<file path="src/rtl/spi_csh_pkg.sv">
package spi_csh_pkg;
  localparam int CSH_NUM_CS  = 4;
  localparam int CSH_WORD_W  = 8;
  localparam int CSH_ADDR_W  = 4;
  localparam int CSH_DATA_W  = 32;
  localparam int CSH_SCK_DIV = 4;
  localparam logic [11:0] CSH_VERSION = 12'h171;

  // register word addresses
  localparam int CSH_A_CTRL = 0;
  localparam int CSH_A_TXD  = 1;
  localparam int CSH_A_RXD  = 2;
  localparam int CSH_A_STAT = 3;
  localparam int CSH_A_CFG  = 4;
  localparam int CSH_A_VER  = 15;

  // field positions
  localparam int CSH_CTRL_END_BIT = 0;
  localparam int CSH_CTRL_SEL_LSB = 4;
  localparam int CSH_TXD_END_BIT  = 8;
  localparam int CSH_CFG_HOLD_BIT = 0;
  localparam int CSH_ST_TXE_BIT   = 0;
  localparam int CSH_ST_IDLE_BIT  = 1;
  localparam int CSH_ST_RXR_BIT   = 2;
endpackage

</file>
<file path="src/rtl/spi_csh_regs.sv">
module spi_csh_regs
  import spi_csh_pkg::*;
#(
  parameter int NUM_CS = CSH_NUM_CS,
  parameter int WORD_W = CSH_WORD_W,
  parameter int ADDR_W = CSH_ADDR_W,
  parameter int DATA_W = CSH_DATA_W,
  localparam int CS_W  = $clog2(NUM_CS)
) (
  input  logic              clk,
  input  logic              rst_n,
  input  logic              bus_en,
  input  logic              bus_we,
  input  logic [ADDR_W-1:0] bus_addr,
  input  logic [DATA_W-1:0] bus_wdata,
  output logic [DATA_W-1:0] bus_rdata,
  input  logic              tx_full,
  input  logic              shift_busy,
  input  logic [WORD_W-1:0] rx_word,
  input  logic              rx_strobe,
  output logic [CS_W-1:0]   sel_q,
  output logic [NUM_CS-1:0] hold_q,
  output logic              end_raise,
  output logic              tx_wr,
  output logic [WORD_W-1:0] tx_word,
  output logic              tx_end
);
  logic              wr_en, rd_en, ctrl_wr, rxd_rd;
  logic [CS_W-1:0]   sel_d, wsel;
  logic [NUM_CS-1:0] hold_d;
  logic [WORD_W-1:0] rx_data_q, rx_data_d;
  logic              rx_rdy_q, rx_rdy_d;

  assign wr_en   = bus_en & bus_we;
  assign rd_en   = bus_en & ~bus_we;
  assign ctrl_wr = wr_en && (bus_addr == ADDR_W'(CSH_A_CTRL));
  assign rxd_rd  = rd_en && (bus_addr == ADDR_W'(CSH_A_RXD));
  assign wsel    = bus_wdata[CSH_CTRL_SEL_LSB +: CS_W];

  // end-of-sequence requests only count for a line in hold mode
  assign end_raise = ctrl_wr && bus_wdata[CSH_CTRL_END_BIT] && hold_q[wsel];
  assign tx_wr     = wr_en && (bus_addr == ADDR_W'(CSH_A_TXD));
  assign tx_word   = bus_wdata[WORD_W-1:0];
  assign tx_end    = bus_wdata[CSH_TXD_END_BIT] && hold_q[sel_q];

  always_comb begin
    sel_d = sel_q;
    if (ctrl_wr) sel_d = wsel;
  end

  for (genvar i = 0; i < NUM_CS; i++) begin : g_cfg
    logic cfg_wr;
    assign cfg_wr = wr_en && (bus_addr == ADDR_W'(CSH_A_CFG + i));
    always_comb begin
      hold_d[i] = hold_q[i];
      if (cfg_wr) hold_d[i] = bus_wdata[CSH_CFG_HOLD_BIT];
    end
  end

  always_comb begin
    rx_data_d = rx_data_q;
    rx_rdy_d  = rx_rdy_q;
    if (rx_strobe) begin
      rx_data_d = rx_word;
      rx_rdy_d  = 1'b1;
    end else if (rxd_rd) begin
      rx_rdy_d  = 1'b0;
    end
  end

  always_ff @(posedge clk or negedge rst_n) begin
    if (!rst_n) begin
      sel_q     <= '0;
      hold_q    <= '0;
      rx_data_q <= '0;
      rx_rdy_q  <= 1'b0;
    end else begin
      sel_q     <= sel_d;
      hold_q    <= hold_d;
      rx_data_q <= rx_data_d;
      rx_rdy_q  <= rx_rdy_d;
    end
  end

  always_comb begin
    bus_rdata = '0;
    if (bus_addr == ADDR_W'(CSH_A_CTRL)) begin
      bus_rdata[CSH_CTRL_SEL_LSB +: CS_W] = sel_q;
    end else if (bus_addr == ADDR_W'(CSH_A_RXD)) begin
      bus_rdata[WORD_W-1:0] = rx_data_q;
    end else if (bus_addr == ADDR_W'(CSH_A_STAT)) begin
      bus_rdata[CSH_ST_TXE_BIT]  = ~tx_full;
      bus_rdata[CSH_ST_IDLE_BIT] = ~tx_full & ~shift_busy;
      bus_rdata[CSH_ST_RXR_BIT]  = rx_rdy_q;
    end else if (bus_addr == ADDR_W'(CSH_A_VER)) begin
      bus_rdata[11:0] = CSH_VERSION;
    end else begin
      for (int i = 0; i < NUM_CS; i++) begin
        if (bus_addr == ADDR_W'(CSH_A_CFG + i)) bus_rdata[CSH_CFG_HOLD_BIT] = hold_q[i];
      end
    end
  end
endmodule

</file>
<file path="src/rtl/spi_csh_shifter.sv">
module spi_csh_shifter
  import spi_csh_pkg::*;
#(
  parameter int WORD_W  = CSH_WORD_W,
  parameter int SCK_DIV = CSH_SCK_DIV
) (
  input  logic              clk,
  input  logic              rst_n,
  input  logic              start,
  input  logic [WORD_W-1:0] start_word,
  input  logic              miso,
  output logic              busy,
  output logic              word_end,
  output logic              sck,
  output logic              mosi,
  output logic [WORD_W-1:0] rx_word
);
  localparam int DIV_W = $clog2(SCK_DIV);
  localparam int BIT_W = $clog2(WORD_W);
  localparam int HALF  = SCK_DIV / 2;

  logic              busy_q, busy_d;
  logic [DIV_W-1:0]  div_q, div_d;
  logic [BIT_W-1:0]  bit_q, bit_d;
  logic [WORD_W-1:0] tx_sh_q, tx_sh_d, rx_sh_q, rx_sh_d;
  logic              period_end, sample_now;

  assign period_end = busy_q && (div_q == DIV_W'(SCK_DIV - 1));
  assign sample_now = busy_q && (div_q == DIV_W'(HALF));
  assign word_end   = period_end && (bit_q == BIT_W'(WORD_W - 1));

  always_comb begin
    busy_d  = busy_q;
    div_d   = div_q;
    bit_d   = bit_q;
    tx_sh_d = tx_sh_q;
    rx_sh_d = rx_sh_q;
    if (sample_now) rx_sh_d = {rx_sh_q[WORD_W-2:0], miso};
    if (start) begin
      busy_d  = 1'b1;
      div_d   = '0;
      bit_d   = '0;
      tx_sh_d = start_word;
    end else if (busy_q) begin
      if (period_end) begin
        div_d = '0;
        if (word_end) begin
          busy_d = 1'b0;
        end else begin
          bit_d   = bit_q + 1'b1;
          tx_sh_d = {tx_sh_q[WORD_W-2:0], 1'b0};
        end
      end else begin
        div_d = div_q + 1'b1;
      end
    end
  end

  always_ff @(posedge clk or negedge rst_n) begin
    if (!rst_n) begin
      busy_q  <= 1'b0;
      div_q   <= '0;
      bit_q   <= '0;
      tx_sh_q <= '0;
      rx_sh_q <= '0;
    end else begin
      busy_q  <= busy_d;
      div_q   <= div_d;
      bit_q   <= bit_d;
      tx_sh_q <= tx_sh_d;
      rx_sh_q <= rx_sh_d;
    end
  end

  assign busy    = busy_q;
  assign sck     = busy_q && (div_q >= DIV_W'(HALF));
  assign mosi    = tx_sh_q[WORD_W-1];
  assign rx_word = rx_sh_q;
endmodule

</file>
<file path="src/rtl/spi_csh_cs_seq.sv">
module spi_csh_cs_seq
  import spi_csh_pkg::*;
#(
  parameter int NUM_CS = CSH_NUM_CS,
  parameter int WORD_W = CSH_WORD_W,
  localparam int CS_W  = $clog2(NUM_CS)
) (
  input  logic              clk,
  input  logic              rst_n,
  input  logic [CS_W-1:0]   sel,
  input  logic [NUM_CS-1:0] hold_vec,
  input  logic              end_raise,
  input  logic              tx_wr,
  input  logic [WORD_W-1:0] tx_word,
  input  logic              tx_end,
  input  logic              shift_busy,
  input  logic              word_end,
  output logic              start,
  output logic [WORD_W-1:0] start_word,
  output logic              tx_full,
  output logic [NUM_CS-1:0] cs_n
);
  logic              full_q, full_d;
  logic [WORD_W-1:0] word_q, word_d;
  logic [CS_W-1:0]   wcs_q, wcs_d;
  logic              act_q, act_d;
  logic [CS_W-1:0]   idx_q, idx_d;
  logic              end_q, end_d;
  logic              shift_free, same_line, can_load, release_now, accept;

  assign shift_free  = ~shift_busy | word_end;
  assign same_line   = ~act_q | (idx_q == wcs_q);
  assign can_load    = full_q & shift_free & same_line;
  // release: line switch pending, or nothing left and no reason to hold
  assign release_now = act_q & shift_free & ~can_load &
                       (full_q | ~hold_vec[idx_q] | end_q);
  assign accept      = tx_wr & (~full_q | can_load);

  always_comb begin
    full_d = (full_q & ~can_load) | accept;
    word_d = word_q;
    wcs_d  = wcs_q;
    if (accept) begin
      word_d = tx_word;
      wcs_d  = sel;
    end
    act_d = act_q;
    idx_d = idx_q;
    if (can_load) begin
      act_d = 1'b1;
      idx_d = wcs_q;
    end else if (release_now) begin
      act_d = 1'b0;
    end
    end_d = end_q;
    if (end_raise || (accept && tx_end)) end_d = 1'b1;
    else if (release_now)                end_d = 1'b0;
  end

  always_ff @(posedge clk or negedge rst_n) begin
    if (!rst_n) begin
      full_q <= 1'b0;
      word_q <= '0;
      wcs_q  <= '0;
      act_q  <= 1'b0;
      idx_q  <= '0;
      end_q  <= 1'b0;
    end else begin
      full_q <= full_d;
      word_q <= word_d;
      wcs_q  <= wcs_d;
      act_q  <= act_d;
      idx_q  <= idx_d;
      end_q  <= end_d;
    end
  end

  for (genvar i = 0; i < NUM_CS; i++) begin : g_cs
    assign cs_n[i] = ~(act_q && (idx_q == CS_W'(i)));
  end

  assign start      = can_load;
  assign start_word = word_q;
  assign tx_full    = full_q;
endmodule

</file>
<file path="src/rtl/spi_cs_hold_ctrl.sv">
module spi_cs_hold_ctrl
  import spi_csh_pkg::*;
#(
  parameter int NUM_CS  = CSH_NUM_CS,
  parameter int WORD_W  = CSH_WORD_W,
  parameter int ADDR_W  = CSH_ADDR_W,
  parameter int DATA_W  = CSH_DATA_W,
  parameter int SCK_DIV = CSH_SCK_DIV
) (
  input  logic              clk,
  input  logic              rst_n,
  input  logic              bus_en,
  input  logic              bus_we,
  input  logic [ADDR_W-1:0] bus_addr,
  input  logic [DATA_W-1:0] bus_wdata,
  output logic [DATA_W-1:0] bus_rdata,
  output logic              spi_sck,
  output logic              spi_mosi,
  input  logic              spi_miso,
  output logic [NUM_CS-1:0] spi_cs_n
);
  localparam int CS_W = $clog2(NUM_CS);

  logic [1:0]        rst_sync_q;
  logic              rst_n_int;
  logic [CS_W-1:0]   sel_q;
  logic [NUM_CS-1:0] hold_q;
  logic              end_raise, tx_wr, tx_end, tx_full;
  logic [WORD_W-1:0] tx_word, start_word, rx_word;
  logic              start, shift_busy, word_end;

  // asynchronous assertion, synchronous release
  always_ff @(posedge clk or negedge rst_n) begin
    if (!rst_n) rst_sync_q <= 2'b00;
    else        rst_sync_q <= {rst_sync_q[0], 1'b1};
  end
  assign rst_n_int = rst_sync_q[1];

  spi_csh_regs #(
    .NUM_CS(NUM_CS), .WORD_W(WORD_W), .ADDR_W(ADDR_W), .DATA_W(DATA_W)
  ) u_regs (
    .clk(clk), .rst_n(rst_n_int),
    .bus_en(bus_en), .bus_we(bus_we), .bus_addr(bus_addr),
    .bus_wdata(bus_wdata), .bus_rdata(bus_rdata),
    .tx_full(tx_full), .shift_busy(shift_busy),
    .rx_word(rx_word), .rx_strobe(word_end),
    .sel_q(sel_q), .hold_q(hold_q), .end_raise(end_raise),
    .tx_wr(tx_wr), .tx_word(tx_word), .tx_end(tx_end)
  );

  spi_csh_cs_seq #(
    .NUM_CS(NUM_CS), .WORD_W(WORD_W)
  ) u_seq (
    .clk(clk), .rst_n(rst_n_int),
    .sel(sel_q), .hold_vec(hold_q), .end_raise(end_raise),
    .tx_wr(tx_wr), .tx_word(tx_word), .tx_end(tx_end),
    .shift_busy(shift_busy), .word_end(word_end),
    .start(start), .start_word(start_word),
    .tx_full(tx_full), .cs_n(spi_cs_n)
  );

  spi_csh_shifter #(
    .WORD_W(WORD_W), .SCK_DIV(SCK_DIV)
  ) u_shift (
    .clk(clk), .rst_n(rst_n_int),
    .start(start), .start_word(start_word), .miso(spi_miso),
    .busy(shift_busy), .word_end(word_end),
    .sck(spi_sck), .mosi(spi_mosi), .rx_word(rx_word)
  );
endmodule

</file>
<file path="config.mk">
export PLATFORM = sky130hd
export DESIGN_NAME = spi_cs_hold_ctrl
export DESIGN_NICKNAME = d
export VERILOG_FILES = /design/src/rtl/spi_csh_pkg.sv /design/src/rtl/spi_csh_regs.sv /design/src/rtl/spi_csh_shifter.sv /design/src/rtl/spi_csh_cs_seq.sv /design/src/rtl/spi_cs_hold_ctrl.sv
export SDC_FILE = /design/constraint.sdc
export NUM_CORES = 1
export LEC_CHECK = 0
export ABC_AREA = 1
export BUFFER_PORTS_ARGS = -buffer_cell sky130_fd_sc_hd__buf_2
export CORE_MARGIN = 2
export CORE_UTILIZATION = 49
export DETAILED_ROUTE_END_ITERATION = 10
export GPL_ROUTABILITY_DRIVEN = 0
export MAX_ROUTING_LAYER = met4
export PLACE_DENSITY_LB_ADDON = 0.05
export SKIP_LAST_GASP = 1
export SLEW_MARGIN = 25
export SYNTH_ARGS = -nofsm -noshare
export SYNTH_HDL_FRONTEND = slang
export SYNTH_SLANG_ARGS = --single-unit
</file>
<file path="constraint.sdc">
create_clock -name clk -period 1.9 [get_ports clk]
set_input_delay 0.285 -clock clk [delete_from_list [all_inputs] [get_ports clk]]
set_output_delay 0.285 -clock clk [all_outputs]
set_load 0.03 [all_outputs]
</file>
# Word level (Yosys, flattened, before mapping)
# Index checks and enable logic that the tools add are counted.
# word_totals
register_bits	54
output_inout_bits	38
# classes
addsub	2
eq_ne	16
reduce_logical	28
n_bitwise	26
n_lt_le_gt_ge	4
mux	39
# ops
operator	n
$mux 8	6
$logic_and 1x1->1	19
$mux 1	17
$eq 4x3->1 const B	4
$mux 3	5
$and 1x1->1	10
$not 1->1	10
$reduce_bool 2->1	5
$lt 2x3->1 const B	3
$mux 9	1
$eq 2x2->1 const B	4
$eq 4x2->1 const B	2
$mux 2	4
$mux 4	2
$bmux 1 s2	3
$mux 6	1
$or 1x1->1	6
$eq 4x1->1 const B	1
$eq 4x4->1 const B	1
$logic_not 4->1	1
$add 3x1->3 const B	1
$eq 3x3->1 const B	1
$reduce_and 3->1	1
$add 2x1->2 const B	1
6 further kinds	6

# Depth between registers and ports, before layout
# Gate-level depths: netlist of run 1.
# depth
depth_word	11
mapped_depth	10
ltp_nobuf	10

# Hierarchy
# A second synthesis of run 1 with hierarchy kept.
# unflattened
hier_cells	379
area_unflattened_um2	2994.1
# by_module_without_submodules
mod	area_each_um2	cells_per_inst	instances
spi_csh_regs	1127.3	154	1
spi_csh_shifter	1076.0	129	1
spi_csh_cs_seq	737.0	93	1
spi_cs_hold_ctrl	53.8	3	1

# Worst setup path after synthesis of run 1
# OpenSTA, ideal clock, no wires.
# synth_timing
kind	input-to-output
from	input port bus_addr[3]
to	output port bus_rdata[4]
slack_ps	19
stages	4
arrival_ps	1596
cell_sequence	inv_1 nor3_1 inv_1 nand3_1
# synth_via
elab_chain_len	5
elab_cells_between_ends	8
# synth_lines
element	line	source
start: declaration	spi_cs_hold_ctrl.sv:14	input logic [ADDR_W-1:0] bus_addr,
$eq 4x4->1	spi_csh_regs.sv:95	end else if (bus_addr == ADDR_W'(CSH_A_VER)) begin
$mux 8	spi_csh_regs.sv:95	
$mux 9	spi_csh_regs.sv:91	end else if (bus_addr == ADDR_W'(CSH_A_STAT)) begin
$mux 8	spi_csh_regs.sv:89	end else if (bus_addr == ADDR_W'(CSH_A_RXD)) begin
$mux 2 (*)	spi_csh_regs.sv:87	if (bus_addr == ADDR_W'(CSH_A_CTRL)) begin
end: declaration	spi_cs_hold_ctrl.sv:16	output logic [DATA_W-1:0] bus_rdata,
# Mark *: on every way between the ends. The rest lies on a longest branch, timed or not.

# Worst setup path in the final report of run 1
# layout_timing
from	register u_shift.bit_q[0]
to	register u_shift.tx_sh_q[6]
# layout_via
elab_chain_len	7
elab_cells_between_ends	10
# layout_lines
element	line	source
start: declaration	spi_csh_shifter.sv:24	logic [BIT_W-1:0] bit_q, bit_d;
start signal: assignment	spi_csh_shifter.sv:69	bit_q <= bit_d;
$eq 3x3->1 (*)	spi_csh_shifter.sv:30	assign word_end = period_end && (bit_q == BIT_W'(WORD_W - 1));
$logic_and 1x1->1 (*)	spi_csh_shifter.sv:30	
$or 1x1->1	spi_csh_cs_seq.sv:31	assign shift_free = ~shift_busy | word_end;
$and 1x1->1 (2 in a row)	spi_csh_cs_seq.sv:33	assign can_load = full_q & shift_free & same_line;
$ne 2x2->1 (no source line) / $reduce_bool 2->1 (equally long branches)	n/a	
$reduce_and 3->1 (no source line)	n/a	
end signal: assignment	spi_csh_shifter.sv:70	tx_sh_q <= tx_sh_d;
end: declaration	spi_csh_shifter.sv:25	logic [WORD_W-1:0] tx_sh_q, tx_sh_d, rx_sh_q, rx_sh_d;
# Marked as above.
# A chain may end at the register's enable or synchronous reset.

==> impl_metrics.ini, run 1 <==
[placed_design]
port_buffers = 32
place_area_um2 = 3040
hpwl_um = 4010

[floorplan]
io_pins = 79
std_cell_rows = 27
die_h_um = 80.3
coreArea_um2 = 5570
initial_core_util_pct = 51.1
die-width_um = 80.3
dieArea_um2 = 6440

[timing]
rsz0062_at_grt = false
slew_viol_final = 0
fin_tns_setup_ps = 0
skew_ps = 6.68
fin_crit_ps = 1720
finalCritPeriodShare_pct = 90.6
hold_violations = 0
holdWs_ps = 205
fmax_mhz = 581
finalSetupViolCount = 0

[drt]
route.detailed.drc = 0
vias = 2296
dr.pass1.iters = 4
via_per_inst = 4.79
wire_per_inst_um = 11.1
ant_nets = 0
totalWireLength_um = 5330
first_iter_violations = 117

[synthesis]
synth_area_um2 = 2850
avgSynthCellArea_um2 = 7.87
ys_dominant_reg_cell = dfrtp_1
async_flop_share_pct = 100
ys_types = 30
ys_seq_area_share_pct = 47.4
synth_edf_count = 0
synth_seq_cells = 54
syn-instance-count = 362
ys_warn_count = 0

[cells_and_area]
layout.nets = 451
regArea_um2 = 1350
multi_input_area_um2 = 1220
fillers = 537
final_cell_mix = 130 x nand2_1, 53 x dfrtp_1, 38 x nand3_1
syn_to_final_growth_pct = 13.1
stdcell_area_um2 = 3220
diodes = 0
layout-drive-gt1-share_pct = 16.2
final_common_cell = nand2_1

[min_path]
min_to = u_seq.start_word[1]$_DFFE_PN0P_
holdCritStartpoint = bus_wdata[1]
hold_path_depth = 3
hp-class = input pin to flip-flop

[outcome]
status = finished clean

[grt]
antenna_found_initial = 0
grt_pass1_vias = 2149
grt_pass1_wl_um = 9550
grtUsageTotal_pct = 19.5
grt_remaining_overflow = 0
grt_max_degree = 29

[clocking]
htree_levels = 2
path_clk_slew_ps = 90
cts_made_buffers = 5
clockBufferDepth = 2
cts_root_buf = clkbuf_8
cts_tree = yes
cts_sinks = 54
clock_latency_ps = 300

[critical_path]
cp_top_family = adder cells
crit_arrival_ps = 1970
r2r_start = u_shift.bit_q[0]$_DFFE_PN0P_
timing.critical_path.buf_inv = 2
r2r_slack_ps = 180
timing.rr.end = u_shift.tx_sh_q[6]$_DFFE_PN0P_
path_class = flip-flop to flip-flop
worstSetupEndpointType = flip-flop
cp.required_ps = 2150
crit_chain = ha_1 > ha_1 > a21oi_4 > inv_1 > o21ai_4 > buf_4 > nand2_1 > nand2_1
startpoint_type = flip-flop
cp_max_fo = 6
r2r_cells = 8
cpMaxStageDelayCell = dfrtp_1
critPathMaxStageDelay_ps = 390
cp-startpoint = u_shift.bit_q[0]$_DFFE_PN0P_

[job]
max_cap_violations = 0

[power]
irDropWorstVdd_v = 0.000619
p_per_area_nw_per_um2 = 1300
p_leak_nw = 1.76
-- layer usage --
| metal | up-vias | GRT usage (%) | routed length, um |
|---|---|---|---|
| li1 | 1186 | - | - |
| met2 | 54 | 31.4 | 2460 |
| met4 | 0 | 5.42 | 84 |
| met1 | 1047 | 25.2 | 2570 |
| met5 | - | - | 0 |
| met3 | 9 | 3.82 | 220 |
-- metrics by stage --
| stage | setup slack [ps] | utilization [%] | total power, mW | instances |
|---|---|---|---|---|
| 6_report | 178 | 57.8 | 4.18 | 479 |
| 5_1_grt | 46.2 | 57.8 | 4.56 | 479 |
| 4_1_cts | 99.9 | 57.3 | 4.20 | 476 |
| 3_5_place_dp | 122 | 54.5 | 3.26 | 467 |
| 3_3_place_gp | 160 | 54.5 | 3.22 | 467 |
| 2_1_floorplan | 19.4 | - | 2.95 | 384 |
-- report_power, final --
part	switching (mW)	internal, mW	total, mW
Clock	0.362	0.562	0.923
Sequential	0.293	1.54	1.83
Combinational	0.931	0.494	1.42
Total	1.59	2.60	4.18
-- worst register-to-register path, delay by kind of cell, from the launching register on --
family          cells  cell delay [ps]
flops               1              390
fa+ha+maj           2              430
buf+inv             2              320
compound gates      2              400
simple gates        2              130
-- final cells by class --
cell class / instances / area share, %
timing repair buffer: 45 / 8.46
clock buffer: 6 / 2.56
multi-input combinational: 261 / 37.7
tap: 72 / 2.80
inverter: 39 / 4.62
clock inverter: 2 / 1.86
sequential: 54 / 42.0
-- Yosys cell counts, types with 3 or more instances --
cell | count | area [um2]
a21oi_1 | 6 | 30.0
buf_4 | 25 | 188
dfrtp_1 | 54 | 1350
ha_1 | 4 | 50.1
inv_1 | 35 | 131
inv_2 | 3 | 11.3
nand2_1 | 130 | 488
nand2_4 | 3 | 33.8
nand3_1 | 38 | 190
nand4_1 | 3 | 18.8
nor2_1 | 12 | 45.0
o21ai_0 | 27 | 135
-- sequential cells by signal (all words and copies together), names as in the netlist --
name and cells:
rst_sync_q 2, u_shift.busy 1, u_seq.tx_full 1, u_shift.div_q 2
u_shift.rx_word 8, u_seq.wcs_q 2, u_shift.bit_q 3, u_seq.idx_q 2
u_seq.act_q 1, u_seq.start_word 8, u_regs.sel_q 2, u_seq.end_q 1
u_shift.tx_sh_q 8, u_regs.rx_data_q 8, u_regs.rx_rdy_q 1, u_regs.hold_q 4
-- kinds of logic after synthesis --
| group | share of synthesized area [%] |
|---|---|
| AND/OR/NAND/NOR | 29.9 |
| buffers and inverters | 13.0 |
| flip-flops | 47.4 |
| AO/OA/AOI/OAI | 7.64 |
| adder cells (fa/ha/maj) | 1.76 |
| other | 0.264 |
-- how the worst max path moves through the flow --
stage	cells past startpoint	end	slack [ps]
floorplan	4	bus_rdata[4]	20
global placement	8	u_shift.tx_sh_q[6]$_DFFE_PN0P_	160
detailed placement	8	u_shift.tx_sh_q[6]$_DFFE_PN0P_	120
CTS	8	u_shift.tx_sh_q[4]$_DFFE_PN0P_	100
global route	8	u_shift.tx_sh_q[4]$_DFFE_PN0P_	50
finish	8	u_shift.tx_sh_q[6]$_DFFE_PN0P_	180
-- repair_timing --
action                                 CTS  global route
buffers inserted                         0             3
endpoints found under the hold margin    2             0
gates resized for setup                  0             1
hold buffers                             1             0
setup endpoints to repair                0             7
(Power assumes the default switching activity.)
==> run 2, diff against run 1 <==
--- a/config.mk
+++ b/config.mk
@@ -8,11 +8,11 @@
 export ABC_AREA = 1
 export BUFFER_PORTS_ARGS = -buffer_cell sky130_fd_sc_hd__buf_2
 export CORE_MARGIN = 2
-export CORE_UTILIZATION = 49
+export CORE_UTILIZATION = 45
 export DETAILED_ROUTE_END_ITERATION = 10
 export GPL_ROUTABILITY_DRIVEN = 0
 export MAX_ROUTING_LAYER = met4
-export PLACE_DENSITY_LB_ADDON = 0.05
+export PLACE_DENSITY = 0.7
 export SKIP_LAST_GASP = 1
 export SLEW_MARGIN = 25
 export SYNTH_ARGS = -nofsm -noshare
==> run 2 against run 1 <==
Critical path depth did not move. Worst setup slack worse by 60 ps. Critical path type unchanged. Global-route usage down 3.2 points. Total power down 3.2%. Non-clock buffer count fell by 4.
==> impl_metrics.ini, run 2 (synthesis results as in run 1) <==
[outcome]
status = finished clean

[critical_path]
timing.critical_path.buf_inv = 1
path_class = flip-flop to flip-flop
cp_top_family = adder cells
crit_arrival_ps = 2000
startpoint_type = flip-flop
path_common_cell = ha_1
cp_num_cells = 8
cp_max_fo = 19
critPathMaxStageDelay_ps = 390
crit_chain = ha_1 > ha_1 > a21oi_4 > nor2_4 > nand2_8 > o21ai_4 > buf_4 > o21ai_0
r2r_cells = 8
worstSetupEndpointType = flip-flop
cp.required_ps = 2120
cpMaxStageDelayCell = dfrtp_1

[min_path]
hp-class = flip-flop to async pin

[drt]
wire_per_inst_um = 11.4
wl_met1_um = 2500
highest_layer = met4
vias = 2321
met3WireLength_um = 218
ant_nets = 0
route.detailed.drc = 0
totalWireLength_um = 5440
via_per_inst = 4.86
dr.pass1.iters = 4
first_iter_violations = 174
met2_length_um = 2630

[timing]
postLayoutSetupSlackWorst_ps = 118
skew_ps = 18.1
worstMarginPinSlew_ps = 517
slew_headroom_pct = 65.4
slew_viol_final = 0
fmax_mhz = 561
hold_violations = 0
fin_crit_ps = 1780
finalCritPeriodShare_pct = 93.8
finalSetupViolCount = 0

[grt]
grt_remaining_overflow = 0
antenna_found_initial = 0
grt_pass1_vias = 2069
grt_pass1_wl_um = 9160
grtUsageTotal_pct = 16.3
grt_max_degree = 36

[clocking]
cts_tree = yes
path_clk_slew_ps = 90
cts_sinks = 54
cts_root_buf = clkbuf_8
clockBufferDepth = 2
clock_latency_ps = 310
htree_levels = 2
cts_made_buffers = 5

[cells_and_area]
final_common_cell = nand2_1
layout-drive-gt1-share_pct = 15.1
fillers = 581
final_util_pct = 52.7
layout.nets = 447
syn_to_final_growth_pct = 11.4
diodes = 0
final_cell_mix = 130 x nand2_1, 53 x dfrtp_1, 38 x nand3_1

[placed_design]
hpwl_um = 3920
port_buffers = 32
post-place-ws_ps = 72.6

[floorplan]
io_pins = 79
dieArea_um2 = 6980
coreArea_um2 = 6030
std_cell_rows = 28
die-width_um = 83.6
initial_core_util_pct = 47.3
die_h_um = 83.6

[power]
irDropWorstVdd_v = 0.000651
p_leak_nw = 1.73
power_mw = 4.05
p_per_area_nw_per_um2 = 1280

[job]
max_cap_violations = 0
## run 2: cell count changes in the layout (fill, tap and decap cells not counted), sizes merged
cell,previous run,this run
clkinvlp,0,1
buf,44,40
bufinv,2,1
## run 2: layout make-up
| class | count | area, um2 | area share (%) |
|---|---|---|---|
| clock buffers | 6 | 72.6 | 2.29 |
| clock inverters | 2 | 37.5 | 1.18 |
| inverters | 39 | 149 | 4.69 |
| multi-input cells | 261 | 1220 | 38.6 |
| flip-flops and latches | 54 | 1350 | 42.6 |
| well taps | 75 | 93.8 | 2.96 |
| repair buffers | 41 | 243 | 7.65 |
## run 2: what timing repair did
item	in CTS	in global routing
hold buffers	1	0
resized for setup	0	2
endpoints found under the hold margin	2	0
setup endpoints to repair	0	20
setup buffers	0	4
## run 2: power by group
part	switching (mW)	internal [mW]
clock	0.377	0.394
combinational	0.929	0.497
sequential	0.312	1.54
## run 2: worst paths after layout
check,slack [ps],start,to
setup reg to reg,120,u_shift.bit_q[0]$_DFFE_PN0P_,u_shift.bit_q[0]$_DFFE_PN0P_
max in group asynchronous,1190,rst_sync_q[1]$_DFF_PN0_,u_seq.start_word[5]$_DFFE_PN0P_
setup / recovery,120,u_shift.bit_q[0]$_DFFE_PN0P_,u_shift.bit_q[0]$_DFFE_PN0P_
hold reg to reg,190,rst_sync_q[1]$_DFF_PN0_,u_shift.rx_word[1]$_DFFE_PN0P_
hold / removal,190,rst_sync_q[1]$_DFF_PN0_,u_shift.rx_word[1]$_DFFE_PN0P_
min in group clk,190,bus_wdata[2],u_seq.start_word[2]$_DFFE_PN0P_
## run 2: layer usage
layer	track usage, %	up-vias
met2	25.7	48
met5	-	-
met4	5.43	0
met3	3.17	8
li1	-	1180
met1	21.1	1085
## run 2: per-stage QoR
step | TNS (ps) | area [um2] | hold slack (ps) | cells
floorplan | 0 | 2930 | -10.6 | 384
global placement | 0 | 3010 | 70.3 | 465
detailed placement | 0 | 3010 | 70.8 | 465
CTS | 0 | 3130 | 190 | 474
global route | -22.1 | 3170 | 198 | 478
finish | 0 | 3170 | 189 | 478
==> run 3, diff against run 2 <==
--- a/config.mk
+++ b/config.mk
@@ -13,6 +13,7 @@
 export GPL_ROUTABILITY_DRIVEN = 0
 export MAX_ROUTING_LAYER = met4
 export PLACE_DENSITY = 0.7
+export REMOVE_ABC_BUFFERS = 1
 export SKIP_LAST_GASP = 1
 export SLEW_MARGIN = 25
 export SYNTH_ARGS = -nofsm -noshare
==> run 3 against run 2 <==
Worst hold slack improved by 13 ps. Critical path depth rose by 1. Critical path type unchanged. Design area fell by 1.1%. Highest routed layer unchanged.
==> impl_metrics.ini, run 3 (synthesis results as in run 1) <==
[drt]
first_iter_violations = 171
wire_per_inst_um = 11.1
vias = 2284
dr.pass1.iters = 4
ant_nets = 0
route.detailed.drc = 0
via_per_inst = 4.78
totalWireLength_um = 5310

[floorplan]
std_cell_rows = 28
die-width_um = 83.6
io_pins = 79
dieArea_um2 = 6980
coreArea_um2 = 6030
initial_core_util_pct = 47.3
die_h_um = 83.6

[power]
p_clk_share_pct = 16.0
seq_power_share_pct = 47.7
p_int_mw = 2.29
switching_share_pct = 40.8
p_per_area_nw_per_um2 = 1230
p_comb_share_pct = 36.3
power_switching_mw = 1.58
irDropWorstVdd_v = 0.000810
p_leak_nw = 1.71
power_mw = 3.86

[clocking]
cts_made_buffers = 5
clock_latency_ps = 300
htree_levels = 2
cts_root_buf = clkbuf_8
path_clk_slew_ps = 100
cts_sinks = 54
clockBufferDepth = 2
cts_tree = yes

[cells_and_area]
stdcell_area_um2 = 3140
diodes = 0
regArea_um2 = 1350
layout.nets = 447
syn_to_final_growth_pct = 10.1
multi_input_area_um2 = 1220
final_cell_mix = 130 x nand2_1, 53 x dfrtp_1, 38 x nand3_1
final_common_cell = nand2_1
fillers = 603
layout-drive-gt1-share_pct = 14.9

[grt]
grt_remaining_overflow = 0
grt_max_degree = 32
grt_pass1_wl_um = 9260
antenna_found_initial = 0
grtUsageTotal_pct = 16.4
met3_usage_pct = 2.57
grt_busiest_layer = met2
met1_usage_pct = 21.3
grt_pass1_vias = 2039
globalRouteMet2Util_pct = 27.1

[critical_path]
startpoint_type = flip-flop
cpMaxStageDelayCell = dfrtp_1
timing.critical_path.buf_inv = 0
timing.rr.end = u_seq.start_word[6]$_DFFE_PN0P_
r2r_slack_ps = 130
r2r_start = u_shift.bit_q[0]$_DFFE_PN0P_
r2r_cells = 9
critPathMaxStageDelay_ps = 370
crit_chain = ha_1 > ha_1 > a21oi_4 > nor2_4 > nand2_8 > nand2_4 > nand2_4 > nand2_1 > nand2_1
cp_max_fo = 19
path_class = flip-flop to flip-flop
crit_arrival_ps = 1970
worstSetupEndpointType = flip-flop
cp.required_ps = 2100
cp_top_family = simple AND/OR/NAND/NOR gates

[placed_design]
place_area_um2 = 3010
port_buffers = 32
hpwl_um = 3890

[timing]
finalSetupViolCount = 0
finalCritPeriodShare_pct = 93.2
fmax_mhz = 565
slew_viol_final = 0
skew_ps = 10.1
fin_crit_ps = 1770
hold_violations = 0
worstMarginPinSlew_ps = 525
fin_tns_setup_ps = 0
slew_headroom_pct = 65.0
rsz0062_at_grt = false

[min_path]
min_to = u_seq.start_word[1]$_DFFE_PN0P_
hold_path_depth = 3
holdCritStartpoint = bus_wdata[1]
hp-class = input pin to flip-flop

[job]
max_cap_violations = 0

[outcome]
status = finished clean
-- run 3: metrics by stage --
step | utilization (%) | hold WS [ps] | cells | setup slack [ps]
finish | 52.1 | 202 | 478 | 130
floorplan | - | -10.6 | 354 | 19.4
detailed placement | 50.0 | 72.1 | 466 | 75.9
global placement | 50.0 | 70.8 | 466 | 103
CTS | 51.6 | 194 | 475 | 55.6
global route | 52.1 | 208 | 478 | 7.26
-- run 3: how the worst max path moves through the flow --
stage	startpoint	endpoint	slack [ps]	cells after the start
2_1_floorplan	bus_addr[3]	bus_rdata[4]	20	4
3_3_place_gp	u_shift.bit_q[0]$_DFFE_PN0P_	u_shift.tx_sh_q[2]$_DFFE_PN0P_	100	8
3_5_place_dp	u_shift.bit_q[0]$_DFFE_PN0P_	u_shift.tx_sh_q[0]$_DFFE_PN0P_	80	8
4_1_cts	u_shift.bit_q[0]$_DFFE_PN0P_	u_shift.tx_sh_q[0]$_DFFE_PN0P_	60	8
5_1_grt	u_shift.bit_q[0]$_DFFE_PN0P_	u_seq.wcs_q[1]$_DFFE_PN0P_	7	9
6_report	u_shift.bit_q[0]$_DFFE_PN0P_	u_seq.start_word[6]$_DFFE_PN0P_	130	9
-- run 3: power groups by stage --
stage                     combinational [mW]  clock (mW)  sequential [mW]
after CTS                               1.37       0.642             1.85
after detailed placement                1.37           0             1.86
after global placement                  1.33           0             1.85
after global routing                    1.64       0.690             1.91
final                                   1.40       0.617             1.84
after floorplan                         1.05           0             1.81
-- run 3: timing repair --
item,CTS,global route
resized for setup,0,1
hold buffers,1,0
endpoints found under the hold margin,2,0
buffers inserted,0,3
setup endpoints to repair,0,20
-- run 3: cell type report --
type                            count  share of cell area, %
Inverter                           39                   4.74
Clock buffer                        7                   2.43
Sequential cell                    54                   43.1
Timing Repair Buffer               41                   7.74
Tap cell                           75                   2.99
Multi-Input combinational cell    261                   38.8
Clock inverter                      1                  0.239
-- run 3: per-layer routing --
| metal | vias up | routed length, um | share of wire, % |
|---|---|---|---|
| met5 | - | 0 | 0 |
| met4 | 0 | 68 | 1.3 |
| met3 | 6 | 183 | 3.4 |
| met2 | 46 | 2520 | 47 |
| met1 | 1051 | 2540 | 48 |
| li1 | 1181 | - | - |
-- run 3: worst min-delay path: cells and delay by family --
kind	cells	cell delay, ps
and+or+nand+nor	2	120
buffers and inverters	1	70
